<file path="config.mk">
export PLATFORM = sky130hd
export DESIGN_NAME = intc_shared_top
export DESIGN_NICKNAME = d
export VERILOG_FILES = /design/src/rtl/intc_pkg.sv /design/src/rtl/intc_edge_front.sv /design/src/rtl/intc_slot_bank.sv /design/src/rtl/intc_prio.sv /design/src/rtl/intc_shared_top.sv
export SDC_FILE = /design/constraint.sdc
export NUM_CORES = 1
export LEC_CHECK = 0
export ABC_AREA = 1
export CAP_MARGIN = 20
export CORE_MARGIN = 1.5
export CORE_UTILIZATION = 45
export DETAILED_ROUTE_END_ITERATION = 8
export DONT_BUFFER_PORTS = 1
export GPL_ROUTABILITY_DRIVEN = 1
export HOLD_SLACK_MARGIN = 0.1
export PLACE_DENSITY_LB_ADDON = 0.12
export SLEW_MARGIN = 0
export SYNTH_ARGS = -nofsm -noshare
export SYNTH_HDL_FRONTEND = slang
export SYNTH_HIERARCHICAL = 1
export SYNTH_SLANG_ARGS = --single-unit
</file>
<file path="constraint.sdc">
create_clock -name clk -period 5.6 [get_ports clk]
set_clock_uncertainty 0.05 [all_clocks]
set_input_delay 0.56 -clock clk [delete_from_list [all_inputs] [get_ports clk]]
set_output_delay 0.56 -clock clk [all_outputs]
set_load 0.03 [all_outputs]
</file>
<file path="src/rtl/intc_pkg.sv">
`timescale 1ns/1ps
package intc_pkg;
  localparam logic [7:0] ADDR_SRCSEL   = 8'h39;
  localparam logic [7:0] ADDR_EDGESEL  = 8'h3A;
  localparam logic [7:0] ADDR_REQ_BASE = 8'h3C;
  localparam int unsigned PINSEL_BIT   = 6;

  typedef enum logic [1:0] {
    WIN_NONE  = 2'd0,
    WIN_RESET = 2'd1,
    WIN_SLOT  = 2'd2,
    WIN_BRK   = 2'd3
  } win_kind_e;
endpackage

</file>
<file path="src/rtl/intc_edge_front.sv">
`timescale 1ns/1ps
module intc_edge_front #(
  parameter int unsigned NUM_EXT    = 5,
  parameter int unsigned ALT_LO_IDX = 0,
  parameter int unsigned ALT_HI_IDX = 4
) (
  input  logic               clk,
  input  logic               rst_ni,
  input  logic [NUM_EXT-1:0] pin_main,
  input  logic [1:0]         pin_alt,
  input  logic [NUM_EXT-1:0] fall_sel,
  input  logic               pin_swap,
  output logic [NUM_EXT-1:0] ext_lvl
);
  localparam int unsigned SYNC_W = NUM_EXT + 2;

  logic [SYNC_W-1:0] meta_q, sync_q;
  logic [SYNC_W-1:0] meta_d, sync_d;

  always_comb begin
    meta_d = {pin_alt, pin_main};
    sync_d = meta_q;
  end

  always_ff @(posedge clk or negedge rst_ni) begin
    if (!rst_ni) begin
      meta_q <= '0;
      sync_q <= '0;
    end else begin
      meta_q <= meta_d;
      sync_q <= sync_d;
    end
  end

  generate
    for (genvar e = 0; e < NUM_EXT; e++) begin : g_ext
      logic picked;
      if (e == ALT_LO_IDX) begin : g_swap_lo
        assign picked = pin_swap ? sync_q[NUM_EXT] : sync_q[e];
      end else if (e == ALT_HI_IDX) begin : g_swap_hi
        assign picked = pin_swap ? sync_q[NUM_EXT+1] : sync_q[e];
      end else begin : g_fixed
        assign picked = sync_q[e];
      end
      assign ext_lvl[e] = picked ^ fall_sel[e];
    end
  endgenerate
endmodule

</file>
<file path="src/rtl/intc_slot_bank.sv">
`timescale 1ns/1ps
module intc_slot_bank #(
  parameter int unsigned NUM_SLOTS = 16,
  parameter int unsigned NUM_PAIRS = 8
) (
  input  logic                 clk,
  input  logic                 rst_ni,
  input  logic [NUM_SLOTS-1:0] lvl_a,
  input  logic [NUM_PAIRS-1:0] lvl_b,
  input  logic [NUM_PAIRS-1:0] src_sel,
  input  logic [NUM_SLOTS-1:0] sw_clr,
  input  logic [NUM_SLOTS-1:0] ack_clr,
  output logic [NUM_SLOTS-1:0] req,
  output logic [NUM_SLOTS-1:0] rise
);
  logic [NUM_SLOTS-1:0] lvl;
  logic [NUM_SLOTS-1:0] prev_q, req_q, req_d;

  generate
    for (genvar s = 0; s < NUM_SLOTS; s++) begin : g_slot
      if (s < NUM_PAIRS) begin : g_shared
        assign lvl[s] = src_sel[s] ? lvl_b[s] : lvl_a[s];
      end else begin : g_single
        assign lvl[s] = lvl_a[s];
      end
    end
  endgenerate

  assign rise = lvl & ~prev_q;

  // A new edge always wins over any clear in the same cycle.
  always_comb begin
    req_d = (req_q & ~sw_clr & ~ack_clr) | rise;
  end

  always_ff @(posedge clk or negedge rst_ni) begin
    if (!rst_ni) begin
      prev_q <= '0;
      req_q  <= '0;
    end else begin
      prev_q <= lvl;
      req_q  <= req_d;
    end
  end

  assign req = req_q;
endmodule

</file>
<file path="src/rtl/intc_prio.sv">
`timescale 1ns/1ps
module intc_prio
  import intc_pkg::*;
#(
  parameter int unsigned NUM_SLOTS = 16,
  parameter int unsigned IDX_W     = 5
) (
  input  logic [NUM_SLOTS-1:0] req,
  input  logic [NUM_SLOTS-1:0] en,
  input  logic                 mask,
  input  logic                 reset_pend,
  input  logic                 brk_pend,
  output logic                 pend,
  output logic [IDX_W-1:0]     idx,
  output win_kind_e            kind,
  output logic [NUM_SLOTS-1:0] win_slot
);
  localparam logic [IDX_W-1:0] BRK_IDX = IDX_W'(NUM_SLOTS + 1);

  logic [NUM_SLOTS-1:0] qual;
  logic [IDX_W-1:0]     slot_idx;

  always_comb begin
    qual     = mask ? '0 : (req & en);
    win_slot = qual & (~qual + NUM_SLOTS'(1));
    slot_idx = '0;
    for (int s = 0; s < NUM_SLOTS; s++) begin
      if (win_slot[s]) slot_idx = IDX_W'(s + 1);
    end
  end

  always_comb begin
    if (reset_pend) begin
      kind = WIN_RESET;
      idx  = '0;
    end else if (|qual) begin
      kind = WIN_SLOT;
      idx  = slot_idx;
    end else if (brk_pend) begin
      kind = WIN_BRK;
      idx  = BRK_IDX;
    end else begin
      kind = WIN_NONE;
      idx  = '0;
    end
    pend = (kind != WIN_NONE);
  end
endmodule

</file>
<file path="src/rtl/intc_shared_top.sv">
`timescale 1ns/1ps
module intc_shared_top
  import intc_pkg::*;
#(
  parameter int unsigned NUM_SLOTS = 16,
  parameter int unsigned NUM_PAIRS = 8,
  parameter int unsigned NUM_EXT   = 5,
  localparam int unsigned IDX_W    = $clog2(NUM_SLOTS + 2),
  localparam int unsigned NUM_INT  = NUM_SLOTS - NUM_EXT,
  localparam int unsigned NUM_BYTES = NUM_SLOTS / 8
) (
  input  logic               clk,
  input  logic               rst_n,
  input  logic [NUM_EXT-1:0] ext_pin,
  input  logic [1:0]         ext_alt,
  input  logic [NUM_INT-1:0] int_src,
  input  logic [NUM_PAIRS-1:0] alt_src,
  input  logic               brk_req,
  input  logic               irq_ack,
  input  logic               iflag_clr,
  input  logic               reg_we,
  input  logic [7:0]         reg_addr,
  input  logic [7:0]         reg_wdata,
  output logic [7:0]         reg_rdata,
  output logic               irq_pend,
  output logic [IDX_W-1:0]   irq_vec,
  output logic               iflag
);
  localparam logic [7:0] EN_BASE = ADDR_REQ_BASE + 8'(NUM_BYTES);

  // reset release synchronizer
  logic [1:0] rst_pipe_q;
  logic       rst_sync;

  always_ff @(posedge clk or negedge rst_n) begin
    if (!rst_n) rst_pipe_q <= '0;
    else        rst_pipe_q <= {rst_pipe_q[0], 1'b1};
  end
  assign rst_sync = rst_pipe_q[1];

  // configuration and control state
  logic [NUM_SLOTS-1:0] en_q, en_d;
  logic [NUM_PAIRS-1:0] src_q, src_d;
  logic [7:0]           edge_q, edge_d;
  logic                 cfg_we;
  logic                 iflag_q, iflag_d;
  logic                 rst_pend_q, rst_pend_d;
  logic                 brk_pend_q, brk_pend_d;

  logic [NUM_SLOTS-1:0] sw_clr, ack_clr;
  logic [NUM_SLOTS-1:0] slot_req, slot_rise, lvl_a;
  logic [NUM_EXT-1:0]   ext_lvl;
  logic [NUM_SLOTS-1:0] win_slot;
  win_kind_e            win_kind;
  logic                 ack_fire;

  intc_edge_front #(
    .NUM_EXT    (NUM_EXT),
    .ALT_LO_IDX (0),
    .ALT_HI_IDX (4)
  ) u_front (
    .clk      (clk),
    .rst_ni   (rst_sync),
    .pin_main (ext_pin),
    .pin_alt  (ext_alt),
    .fall_sel (edge_q[NUM_EXT-1:0]),
    .pin_swap (edge_q[PINSEL_BIT]),
    .ext_lvl  (ext_lvl)
  );

  assign lvl_a = {int_src, ext_lvl};

  intc_slot_bank #(
    .NUM_SLOTS (NUM_SLOTS),
    .NUM_PAIRS (NUM_PAIRS)
  ) u_bank (
    .clk     (clk),
    .rst_ni  (rst_sync),
    .lvl_a   (lvl_a),
    .lvl_b   (alt_src),
    .src_sel (src_q),
    .sw_clr  (sw_clr),
    .ack_clr (ack_clr),
    .req     (slot_req),
    .rise    (slot_rise)
  );

  intc_prio #(
    .NUM_SLOTS (NUM_SLOTS),
    .IDX_W     (IDX_W)
  ) u_prio (
    .req        (slot_req),
    .en         (en_q),
    .mask       (iflag_q),
    .reset_pend (rst_pend_q),
    .brk_pend   (brk_pend_q),
    .pend       (irq_pend),
    .idx        (irq_vec),
    .kind       (win_kind),
    .win_slot   (win_slot)
  );

  assign ack_fire = irq_ack & irq_pend;
  assign ack_clr  = (ack_fire && (win_kind == WIN_SLOT)) ? win_slot : '0;

  // register write decode
  always_comb begin
    en_d   = en_q;
    src_d  = src_q;
    edge_d = edge_q;
    sw_clr = '0;
    cfg_we = 1'b0;
    if (reg_we) begin
      if (reg_addr == ADDR_SRCSEL) begin
        src_d  = reg_wdata[NUM_PAIRS-1:0];
        cfg_we = 1'b1;
      end
      if (reg_addr == ADDR_EDGESEL) begin
        edge_d = reg_wdata;
        cfg_we = 1'b1;
      end
      for (int k = 0; k < NUM_BYTES; k++) begin
        if (reg_addr == (ADDR_REQ_BASE + 8'(k))) sw_clr[8*k +: 8] = ~reg_wdata;
        if (reg_addr == (EN_BASE + 8'(k))) begin
          en_d[8*k +: 8] = reg_wdata;
          cfg_we         = 1'b1;
        end
      end
    end
  end

  // control next state
  always_comb begin
    if (ack_fire)       iflag_d = 1'b1;
    else if (iflag_clr) iflag_d = 1'b0;
    else                iflag_d = iflag_q;
    rst_pend_d = rst_pend_q & ~(ack_fire && (win_kind == WIN_RESET));
    brk_pend_d = brk_req | (brk_pend_q & ~(ack_fire && (win_kind == WIN_BRK)));
  end

  always_ff @(posedge clk or negedge rst_sync) begin
    if (!rst_sync) begin
      en_q   <= '0;
      src_q  <= '0;
      edge_q <= '0;
    end else if (cfg_we) begin
      en_q   <= en_d;
      src_q  <= src_d;
      edge_q <= edge_d;
    end
  end

  always_ff @(posedge clk or negedge rst_sync) begin
    if (!rst_sync) begin
      iflag_q    <= 1'b1;
      rst_pend_q <= 1'b1;
      brk_pend_q <= 1'b0;
    end else begin
      iflag_q    <= iflag_d;
      rst_pend_q <= rst_pend_d;
      brk_pend_q <= brk_pend_d;
    end
  end

  // register read mux
  always_comb begin
    reg_rdata = 8'h00;
    if (reg_addr == ADDR_SRCSEL)  reg_rdata = 8'(src_q);
    if (reg_addr == ADDR_EDGESEL) reg_rdata = edge_q;
    for (int k = 0; k < NUM_BYTES; k++) begin
      if (reg_addr == (ADDR_REQ_BASE + 8'(k))) reg_rdata = slot_req[8*k +: 8];
      if (reg_addr == (EN_BASE + 8'(k)))       reg_rdata = en_q[8*k +: 8];
    end
  end

  assign iflag = iflag_q;
endmodule

</file>
-- After elaboration in Yosys (flattened, before gate mapping)
Index checks and enable logic that the tools add are counted.
- register bits: 83
- input port bits: 48
- output and inout bits: 15
- word-level logic and storage cells: 104
- add/sub/neg operators: 1
- equal/unequal tests: 9
- muxes and demuxes: 50
- bitwise logic cells: 22
- reduce and logical (&&, ||, !) cells: 10
- operators with widths (operator ; number):
    AND 16 bit ; 5
    2-to-1 mux 8 bit ; 8
    NOT 16 bit ; 4
    == test 8 x 6 -> 1 bit (second input constant) ; 6
    2-to-1 mux 16 bit ; 3
    2-to-1 mux 4 bit ; 8
    2-to-1 mux 5 bit ; 4
    2-to-1 mux 1 bit ; 18
    adder 16 x 1 -> 16 bit (second input constant) ; 1
    OR 16 bit ; 1
    OR reduction 16 bit ; 1
    2-to-1 mux 3 bit ; 4
    AND reduction 3 bit ; 4
    2-to-1 mux 2 bit ; 5
    NOT 8 bit ; 1
    XOR 1 bit ; 5
    == test 2 bit (second input constant) ; 2
    nonzero test 2 bit ; 2
    AND 1 bit ; 3
    logical AND 1 bit ; 3
    == test 2 x 1 -> 1 bit (second input constant) ; 1
    NOT 1 bit ; 2
    OR 1 bit ; 1

-- Longest topological paths before layout
Gate-level depths: netlist of the first run.
- depth in word-level cells: 23
- gate-level depth with buffers: 17
- mapped depth without buffers: 16

-- Hierarchy
The synthesis of the first run kept the hierarchy.
- modules (own cells, without submodules) (module ; times used ; cells an instance ; area each (µm²)):
    intc_shared_top ; 1 ; 300 ; 2207.1
    intc_slot_bank ; 1 ; 176 ; 1481.4
    intc_prio ; 1 ; 116 ; 574.3
    intc_edge_front ; 1 ; 38 ; 460.4

-- Worst setup path before layout of the first run
No wires, ideal clock.
- path type: reg2reg
- start point: register iflag_q, in the netlist iflag
- end point: register u_bank.req_q[11], in the netlist u_bank/req[11]
- library setup time: 83 ps
- data arrival time: 2632 ps
- data required time: 5467 ps
- setup slack: 2835 ps
- stages on the path, launching flop included: 16
- path buffers: 1
- clock period less this slack: 2765 ps
- cell sequence: dfstp_2 -> inv_2 -> nand3_1 -> nand2_2 -> inv_2 -> nand2_1 -> nor2_1 -> nand2_1 -> nor2_2 -> nand3_1 -> nand4_1 -> clkbuf_1 -> nor2_1 -> inv_1 -> nand3b_1 -> o21ai_0
- cells in the longest elaborated chain, start to end: 11
- elaborated cells between the ends (all ways): 15
- those cells by class: add/sub (1); eq/ne (1); mux (4); bitwise (6); reduce/logical (3)
- ends and longest elaborated chain (item ; RTL line ; RTL):
    start, declared ; intc_shared_top.sv:46 ; logic iflag_q, iflag_d;
    start signal, assigned ; intc_shared_top.sv:159 ; iflag_q <= iflag_d;
    2-to-1 mux 16 bit ; intc_prio.sv:24 ; qual = mask ? '0 : (req & en);
    OR reduction 16 bit ; intc_prio.sv:36 ; end else if (|qual) begin
    2-to-1 mux 2 bit ; intc_prio.sv:36 ;
    2-to-1 mux 2 bit ; intc_prio.sv:33 ; if (reset_pend) begin
    nonzero test 2 bit ; intc_prio.sv:46 ; pend = (kind != WIN_NONE);
    named net irq_pend ; intc_shared_top.sv:25 ; output logic irq_pend,
    AND 1 bit ; intc_shared_top.sv:103 ; assign ack_fire = irq_ack & irq_pend;
    logical AND 1 bit ; intc_shared_top.sv:104 ; assign ack_clr = (ack_fire && (win_kind == WIN_SLOT)) ? win_slot : '0;
    2-to-1 mux 16 bit ; intc_shared_top.sv:104 ;
    named net ack_clr[11] ; intc_shared_top.sv:50 ; logic [NUM_SLOTS-1:0] sw_clr, ack_clr;
    NOT 16 bit ; intc_slot_bank.sv:33 ; req_d = (req_q & ~sw_clr & ~ack_clr) | rise;
    AND 16 bit ; intc_slot_bank.sv:33 ;
    OR 16 bit ; intc_slot_bank.sv:33 ;
    named net u_bank.req_d[11] ; intc_slot_bank.sv:17 ; logic [NUM_SLOTS-1:0] prev_q, req_q, req_d;
    end signal, assigned ; intc_slot_bank.sv:42 ; req_q <= req_d;
    end, declared ; intc_slot_bank.sv:17 ;
The timed path passes the listed nets, and every way through them passes these cells.
A chain may end at the register's enable or synchronous reset.

-- Worst setup path after layout of the first run
- start point: register iflag_q, in the netlist iflag
- end point: output port irq_vec[3]
- cells in the longest elaborated chain, start to end: 15
- elaborated cells between the ends (all ways): 16
- those cells by class: add/sub (1); mux (12); bitwise (2); reduce/logical (1)
- ends and longest elaborated chain (item ; RTL line ; RTL):
    2-to-1 mux 16 bit * ; intc_prio.sv:24 ;
    NOT 16 bit ; intc_prio.sv:25 ; win_slot = qual & (~qual + NUM_SLOTS'(1));
    adder 16 x 1 -> 16 bit ; intc_prio.sv:25 ;
    AND 16 bit ; intc_prio.sv:25 ;
    2-to-1 mux 4 bit (8 in series) ; intc_prio.sv:28 ; if (win_slot[s]) slot_idx = IDX_W'(s + 1);
    2-to-1 mux 5 bit ; intc_prio.sv:28 ;
    2-to-1 mux 5 bit * ; intc_prio.sv:36 ;
    2-to-1 mux 5 bit * ; intc_prio.sv:33 ;
    end, declared ; intc_shared_top.sv:26 ; output logic [IDX_W-1:0] irq_vec,
Mark *: on every way between the ends. The rest lies on a longest branch, timed or not.

==> reports/metrics.cfg, run 1 <==
[clock_network]
root_buffer=clkbuf_8
cts_resized=0
cts_max_level=3
cts_buffers=9
path_clk_slew_ns=0.09
cts.sinks=83
clk_latency_ns=0.37
clock_path_buffers=2
tritoncts=done

[timing]
setup_viol=0
rsz0062_at_grt=false
slew_headroom=0.468
min_period_over_period=0.611
period_minus_slack_ns=3.42
finalSetupTns_ns=0
final_hold_viol_count=0
maxSlewViolCount=0
tightest_slew_ns=0.795
fmax_ghz=0.292

[global_routing]
grt_pass1_wl_um=19800
overflow=0
grt_pass1_vias=3663
grt_max_degree=82
antenna_found_initial=0
grt_usage=0.237

[drt]
post_drt_wl_per_cell_um=16.1
drt-initial-drc-count=284
ant_nets=0
drc=0
wirelength_um=12200
vias=3856
avgViaCountPerCell=5.11
dr.pass1.iters=4

[synthesis]
yosys_warnings=6
syn_inst=614
syn_avg_cell_area_sq_um=7.59
syn-num-nets=662
syn-cell-area_sq_um=4660

[power_and_ir_drop]
p_leak_nw=2.61
vdd_drop_max_v=0.000185
powerDensity_nw_per_um2=260

[worst_setup_path]
path_class=register to output port
crit_fanout=13
critPathLaunchType=register
required_ns=4.99
worstPathArrival_ns=2.81
crit_start=iflag
crit_path_end_kind=output port
rr_startpoint=iflag

[min_path]
hp-class=primary input to register
hold_path.startpoint=int_src[7]

[layout]
insertedDiodeCount=0
layout-drive-gt1-share=0.113
layout-area-overhead-vs-synth_pct=7.35
nets=665
post-route-util=0.505

[die]
die_x_um=105
start_util=0.471
die_area_sq_um=11000
core_area_sq_um=9910
pin_count=63
rows=36
fp.dieH_um=105

[placed_design]
place_congestion=0.891
dpl.hpwl_um=9040
port_buffers=0

[run]
maxCapViolCount=0

[outcome]
status=finished clean

-- worst max-delay path, cell delays in order, from the launching register on --
cell     delay [ns]
dfstp_2        0.74
inv_2          0.22
nand3_1        0.27
nand2_4        0.10
nor2_2         0.14
nand3_1        0.13
nor2_2         0.17
o21ai_1        0.13
nand2_1        0.07
nor2_1         0.04
nor2_1         0.42
-- layout by cell type, fill, tap and decap left out --
cell type,instances
nand2_1,127
nor2_1,59
nand2_4,2
a21o_1,1
nand4_1,22
nand3_1,46
o21a_1,8
dfstp_2,2
clkinv_1,1
clkinv_4,2
inv_2,5
dlygate4sd3_1,1
nand4_2,2
a21oi_1,4
clkbuf_8,9
nand2_2,15
bufinv_16,1
inv_1,129
conb_1,1
dfrtp_4,1
dfrtp_1,80
xor2_1,3
clkinvlp_4,1
o21ai_1,8
nor2_4,4
nor2_8,1
buf_16,1
nor3_2,2
o21ai_0,22
nand3_2,12
nor4_1,1
nor2_2,5
nor3_1,20
nand3_4,4
clkbuf_1,2
inv_6,1
nand3b_1,16
o31a_1,1
-- area by class of cell --
type / instances / area [sq um]
multi-input cells: 386 / 2020
inverters: 135 / 507
repair buffers: 2 / 37.5
clock buffers: 11 / 131
fillers: 1001 / 4900
flip-flops and latches: 83 / 2080
well taps: 133 / 166
clock inverters: 5 / 63.8
-- metal layers --
layer	global-route usage	vias to the layer above	wire length, um
li1	-	1921	-
met1	0.325	1783	5550
met2	0.358	131	5420
met3	0.0736	21	1000
met4	0.0753	0	218
met5	0	-	0
-- timing repair --
item / 4_1_cts / 5_1_grt
setup endpoints to repair: 0 / 0
endpoints found under the hold margin: 2 / 0
buffers inserted: 0 / 0
hold buffers: 1 / 0
-- power by group --
part / total, mW / leakage (nW) / switching (mW) / internal, mW
Combinational: 0.198 / 1.53 / 0.144 / 0.0537
Clock: 0.444 / 0.0941 / 0.234 / 0.210
Sequential: 0.661 / 0.985 / 0.0310 / 0.630
Total: 1.30 / 2.61 / 0.409 / 0.893
-- stage by stage --
step | hold WS (ns) | total power, mW | cells | area, sq um | setup WS (ns)
2_1_floorplan | 0.214 | 0.829 | 614 | 4660 | 2.84
3_3_place_gp | 0.214 | 0.866 | 737 | 4770 | 2.28
3_5_place_dp | 0.214 | 0.869 | 737 | 4770 | 2.18
4_1_cts | 0.139 | 1.32 | 754 | 4980 | 2.15
5_1_grt | 0.129 | 1.37 | 755 | 5010 | 1.88
6_report | 0.158 | 1.30 | 755 | 5010 | 2.18
-- path summary, 6_finish.rpt --
kind,to,slack [ns],depth (start not counted)
min in group asynchronous,u_bank/req[12],0.19,0
worst min register to register,u_bank/req[12],0.19,0
worst max-delay path,irq_vec[3],2.18,10
worst max register to register,u_bank/req[9],2.22,14
max in group asynchronous,u_bank/req[7],4.71,1
worst min-delay path,u_bank/prev_q[12],0.16,0
-- flip-flops by register name (all words and copies together) (netlist names) --
register        flops
u_bank/prev_q      16
rst_pipe_q          2
u_front/sync_q      7
u_bank/req         16
iflag               1
en_q               16
src_q               8
brk_pend_q          1
u_front/meta_q      7
edge_q              8
rst_pend_q          1
Note: power is estimated with default switching activity, not from simulation.
==> run 2: changes to the inputs <==
==> constraint.sdc (replaced) <==
create_clock -name clk -period 3.1 [get_ports clk]
set_clock_uncertainty 0.05 [all_clocks]
set_input_delay 0.31 -clock clk [delete_from_list [all_inputs] [get_ports clk]]
set_output_delay 0.31 -clock clk [all_outputs]
set_load 0.03 [all_outputs]
==> run 2 against run 1 <==
Compared with the run above: combinational power is 120% higher; sequential share of layout area is 2.8 points lower; hold slack worse by 0.053 ns; routed wire length is 1.9% higher; utilization is 3.6 points higher; worst setup slack worse by 1.8 ns; clock power is 90% higher; sequential power is 79% higher; power is 89% higher; final cell count is 4.8% higher.
==> reports/metrics.cfg, run 2 (synthesis results as in run 1) <==
[outcome]
status=finished clean  ; unchanged

[drt]
dr_wl_met3_um=805  ; was 1000 um
wl_met2_um=5600  ; was 5420 um
ant_nets=0  ; unchanged
drt-initial-drc-count=311  ; was 284
post_drt_wl_per_cell_um=15.7  ; was 16.1 um
drc=0  ; unchanged
wl_met1_um=5840  ; was 5550 um
avgViaCountPerCell=4.93  ; was 5.11
vias=3901  ; was 3856
wirelength_um=12400  ; was 12200 um
route.top_layer_used=met4  ; unchanged
dr.pass1.iters=5  ; was 4

[timing]
finalSetupTns_ns=0  ; unchanged
setup_ws_ns=0.370  ; was 2.18 ns
slew_headroom=0.521  ; was 0.468
fmax_ghz=0.366
min_period_over_period=0.881
maxSlewViolCount=0  ; unchanged
period_minus_slack_ns=2.73
tightest_slew_ns=0.715  ; was 0.795 ns
hold_slack_ns=0.105  ; was 0.158 ns
rsz0062_at_grt=false  ; unchanged
final_hold_viol_count=0  ; unchanged
setup_viol=0  ; unchanged

[clock_network]
cts_max_level=3  ; unchanged
path_clk_slew_ns=0.08  ; was 0.09 ns
clock_path_buffers=2  ; unchanged
cts_resized=0  ; unchanged
clk_latency_ns=0.37  ; about the same
root_buffer=clkbuf_8  ; unchanged
cts_buffers=9  ; unchanged
cts.sinks=83  ; unchanged
tritoncts=done  ; unchanged

[run]
maxCapViolCount=0  ; unchanged

[layout]
layout-drive-gt1-share=0.116  ; was 0.113
nets=701  ; was 665
insertedDiodeCount=0  ; unchanged
final_area_sq_um=5370  ; was 5010 sq um
fillCellCount=997  ; was 1001
layout-area-overhead-vs-synth_pct=15.1  ; was 7.35%
final_common_cell=inv_1  ; unchanged
final_cell_mix=inv_1, nand2_1, dfrtp_1, nor2_1, nand3_1  ; unchanged

[die]
die_x_um=105  ; unchanged
die_area_sq_um=11000  ; unchanged
rows=36  ; unchanged
pin_count=63  ; unchanged
start_util=0.471  ; unchanged
fp.dieH_um=105  ; unchanged
core_area_sq_um=9910  ; unchanged

[worst_setup_path]
rr_startpoint=iflag  ; unchanged
crit_start=iflag  ; unchanged
required_ns=3.34  ; was 4.99 ns
critPathLaunchType=register  ; unchanged
worstPathArrival_ns=2.97  ; was 2.81 ns
path_class=register to register  ; was register to output port
crit_path_end_kind=register  ; was output port
crit_fanout=13  ; unchanged

[global_routing]
antenna_found_initial=0  ; unchanged
grt_pass1_vias=3808  ; was 3663
overflow=0  ; unchanged
grt_pass1_wl_um=20100  ; was 19800 um
grt_usage=0.239  ; was 0.237
grt_max_degree=82  ; unchanged

[min_path]
hp-class=primary input to register  ; unchanged
hold_path.startpoint=int_src[2]  ; was int_src[7]

[power_and_ir_drop]
powerDensity_nw_per_um2=459  ; was 260 nW/um^2
p_leak_nw=2.77  ; was 2.61 nW
vdd_drop_max_v=0.000374  ; was 0.000185 V

[placed_design]
dpl.hpwl_um=8990  ; was 9040 um
post-place-ws_ns=0.137  ; was 2.18 ns
dpl_cell_area_sq_um=4810  ; was 4770 sq um
port_buffers=0  ; unchanged
place_congestion=0.902  ; was 0.891

==> run 2: cell types whose count changed in the layout (fill, tap and decap cells not counted), sizes merged <==
| cell | delta |
|---|---|
| bufinv | +1 |
| buf | +6 |
| inv | -1 |
| dlygate4sd3 | +30 |
==> run 2: path summary, 6_finish.rpt <==
kind                                     endpoint  slack [ns]  depth (start not counted)
worst max-delay path                        iflag        0.37                         13
worst min-delay path             u_bank/prev_q[7]        0.10                          4
worst max register to register              iflag        0.37                         13
worst min register to register      u_bank/req[8]        0.18                          0
max in group asynchronous       u_front/sync_q[2]        2.23                          1
min in group asynchronous           rst_pipe_q[1]        0.12                          1
==> run 2: timing repair <==
action	in CTS	in global routing
hold buffers	31	0
setup endpoints to repair	0	16
setup buffers	0	1
endpoints found under the hold margin	49	0
==> run 2: power by group <==
group	total, mW	internal (mW)	leakage [nW]	switching [mW]
Clock	0.845	0.452	0.103	0.393
Combinational	0.438	0.148	1.68	0.289
Sequential	1.18	1.14	0.985	0.0447
Total	2.46	1.74	2.77	0.728
==> run 2: per-layer routing <==
| layer | global-route usage | vias to the layer above |
|---|---|---|
| li1 | - | 1990 |
| met5 | 0 | - |
| met2 | 0.372 | 113 |
| met1 | 0.333 | 1782 |
| met4 | 0.0636 | 0 |
| met3 | 0.0599 | 16 |
==> run 2: area by class of cell <==
class,count,area [sq um],area share
Clock buffer,11,131,0.0245
Clock inverter,5,77.6,0.0145
Inverter,135,507,0.0944
Multi-Input combinational cell,386,2020,0.376
Sequential cell,83,2080,0.388
Tap cell,133,166,0.0310
Timing Repair Buffer,38,383,0.0714
==> run 2: metrics by stage <==
| stage | power (mW) | std cells | utilization |
|---|---|---|---|
| 2_1_floorplan | 1.50 | 614 | - |
| 3_3_place_gp | 1.58 | 742 | 0.485 |
| 3_5_place_dp | 1.59 | 742 | 0.485 |
| 4_1_cts | 2.48 | 789 | 0.538 |
| 5_1_grt | 2.59 | 791 | 0.541 |
| 6_report | 2.46 | 791 | 0.541 |
==> run 2: worst max-delay path, cell delays in order (launching register included) <==
cell and delay [ns]:
dfstp_2 0.54, inv_2 0.14, nand3_1 0.17, nand2_2 0.12, inv_2 0.09, nand2_1 0.10, nor2_1 0.20, nand2_1 0.10
nor2_2 0.13, nand3_1 0.11, buf_4 0.19, nand2_1 0.08, o21ai_0 0.08, dlygate4sd3_1 0.57
==> run 3: changes to the inputs <==
--- a/config.mk
+++ b/config.mk
@@ -14,6 +14,7 @@
 export GPL_ROUTABILITY_DRIVEN = 1
 export HOLD_SLACK_MARGIN = 0.1
 export PLACE_DENSITY_LB_ADDON = 0.12
+export SETUP_SLACK_MARGIN = 0.2
 export SLEW_MARGIN = 0
 export SYNTH_ARGS = -nofsm -noshare
 export SYNTH_HDL_FRONTEND = slang
==> constraint.sdc (replaced) <==
create_clock -name clk -period 3.1 [get_ports clk]
set_clock_uncertainty 0.05 [all_clocks]
set_input_delay 0.31 -clock clk [delete_from_list [all_inputs] [get_ports clk]]
set_output_delay 0.31 -clock clk [all_outputs]
set_load 0.05 [all_outputs]
==> run 3 against run 2 <==
Compared with the run above: first-iteration DRC count down 14%; critical path depth shrank 1; worst setup slack better by 0.024 ns.
==> reports/metrics.cfg, run 3 (synthesis results as in run 1) <==
[outcome]
status=finished clean  ; unchanged

[run]
maxCapViolCount=0  ; unchanged

[die]
start_util=0.471  ; unchanged
pin_count=63  ; unchanged
die_area_sq_um=11000  ; unchanged
rows=36  ; unchanged
fp.dieH_um=105  ; unchanged
die_x_um=105  ; unchanged
core_area_sq_um=9910  ; unchanged

[timing]
period_minus_slack_ns=2.71  ; was 2.73 ns
slew_headroom=0.533  ; was 0.521
tightest_slew_ns=0.699  ; was 0.715 ns
finalSetupTns_ns=0  ; unchanged
final_hold_viol_count=0  ; unchanged
setup_viol=0  ; unchanged
min_period_over_period=0.873  ; was 0.881
fmax_ghz=0.370  ; was 0.366 GHz
maxSlewViolCount=0  ; unchanged
hold_slack_ns=0.106  ; was 0.105 ns
rsz0062_at_grt=false  ; unchanged
setup_ws_ns=0.394  ; was 0.370 ns

[global_routing]
grt_pass1_wl_um=20100  ; about the same
grt_usage=0.240  ; was 0.239
overflow=0  ; unchanged
grt_max_degree=82  ; unchanged
antenna_found_initial=0  ; unchanged
grt_pass1_vias=3756  ; was 3808

[power_and_ir_drop]
vdd_drop_max_v=0.000312  ; was 0.000374 V
p_leak_nw=2.80  ; was 2.77 nW
p_sw_uw=804  ; was 728 uW
total_power_mw=2.66  ; was 2.46 mW
comb_power_share=0.191  ; was 0.178
internal_power_mw=1.86  ; was 1.74 mW
powerDensity_nw_per_um2=487  ; was 459 nW/um^2
pwr-share-clk=0.365  ; was 0.343
swShare=0.302  ; was 0.295
pwr-share-seq=0.444  ; was 0.480

[layout]
nets=702  ; was 701
multi_input_area_sq_um=2050  ; was 2020 sq um
insertedDiodeCount=0  ; unchanged
ff_latch_area_sq_um=2080  ; unchanged
layout-drive-gt1-share=0.132  ; was 0.116
fillCellCount=967  ; was 997
layout-area-overhead-vs-synth_pct=17.1  ; was 15.1%
final_cell_mix=inv_1, nand2_1, dfrtp_1, nor2_1, nand3_1  ; unchanged
post-route-util=0.551  ; was 0.541
final_common_cell=inv_1  ; unchanged
final_area_sq_um=5460  ; was 5370 sq um
fin_cells=792  ; was 791

[drt]
post_drt_wl_per_cell_um=15.7  ; about the same
avgViaCountPerCell=5.10  ; was 4.93
drt-initial-drc-count=266  ; was 311
drc=0  ; unchanged
wirelength_um=12500  ; was 12400 um
ant_nets=0  ; unchanged
dr.pass1.iters=5  ; unchanged
vias=4042  ; was 3901

[placed_design]
dpl.hpwl_um=9090  ; was 8990 um
port_buffers=0  ; unchanged
dp_cells=744  ; was 742
dpl_cell_area_sq_um=4830  ; was 4810 sq um
post-place-ws_ns=0.545  ; was 0.137 ns
place_congestion=0.960  ; was 0.902

[clock_network]
clk_latency_ns=0.37  ; about the same
cts_max_level=3  ; unchanged
path_clk_slew_ns=0.09  ; was 0.08 ns
cts.sinks=83  ; unchanged
root_buffer=clkbuf_8  ; unchanged
clock_path_buffers=2  ; unchanged
cts_buffers=9  ; unchanged
post_cts_buffers=0  ; unchanged
tritoncts=done  ; unchanged

[worst_setup_path]
crit_path_end_kind=register  ; unchanged
required_ns=3.36  ; was 3.34 ns
worstPathArrival_ns=2.96  ; was 2.97 ns
crit_fanout=8  ; was 13
path_class=register to register  ; unchanged
critPathLaunchType=register  ; unchanged

[min_path]
hp-class=primary input to asynchronous set/reset pin  ; was primary input to register

[run 3: cell types whose count changed in the layout (fill, tap and decap cells not counted), sizes merged]
cell / previous run / this run
clkinv: 3 / 4
bufinv: 2 / 3
inv: 134 / 133
clkbuf: 11 / 10
buf: 7 / 8
[run 3: power by group through the flow]
stage	Sequential, mW	Combinational, mW	Clock [mW]
after floorplan	1.21	0.335	0
after global placement	1.22	0.429	0
after detailed placement	1.22	0.433	0
after CTS	1.20	0.473	0.988
after global routing	1.19	0.559	1.03
final	1.18	0.508	0.971
[run 3: repair_timing]
item / in CTS / in global routing
hold endpoints to repair: 43 / 0
gates resized for setup: 0 / 12
setup endpoints to repair: 0 / 8
hold buffers: 31 / 0
[run 3: layout make-up]
type	count	share of cell area
Clock buffer	10	0.0252
Timing Repair Buffer	39	0.0729
Multi-Input combinational cell	386	0.375
Inverter	135	0.0940
Tap cell	133	0.0305
Clock inverter	6	0.0206
Sequential cell	83	0.382
[run 3: worst paths after layout]
path / startpoint / to / slack (ns) / cells after the start
setup reg to reg: iflag / brk_pend_q / 0.39 / 12
hold / removal: rst_n / rst_pipe_q[0] / 0.11 / 1
setup / recovery: iflag / brk_pend_q / 0.39 / 12
max in group asynchronous: rst_pipe_q[1] / u_front/sync_q[1] / 2.24 / 1
hold reg to reg: rst_pipe_q[1] / u_bank/prev_q[11] / 0.17 / 0
min in group clk: irq_ack / rst_pend_q / 0.11 / 2
[run 3: critical path, cell delays in order, from the launching register on]
cell and delay [ns]:
dfstp_2 0.58, buf_8 0.19, nor2_1 0.11, nor2_2 0.16, nand3_1 0.09, nor2_1 0.15
nand2_1 0.10, nor2_2 0.15, nand3_2 0.10, buf_4 0.21, nand4_1 0.09, a21o_1 0.11
dlygate4sd3_1 0.55
[run 3: per-layer routing]
metal / global-route usage / routed length [um] / vias up
met2: 0.371 / 5640 / 128
met1: 0.336 / 5830 / 1891
met4: 0.0890 / 298 / 0
met3: 0.0449 / 686 / 20
li1: - / - / 2003
met5: 0 / 0 / -
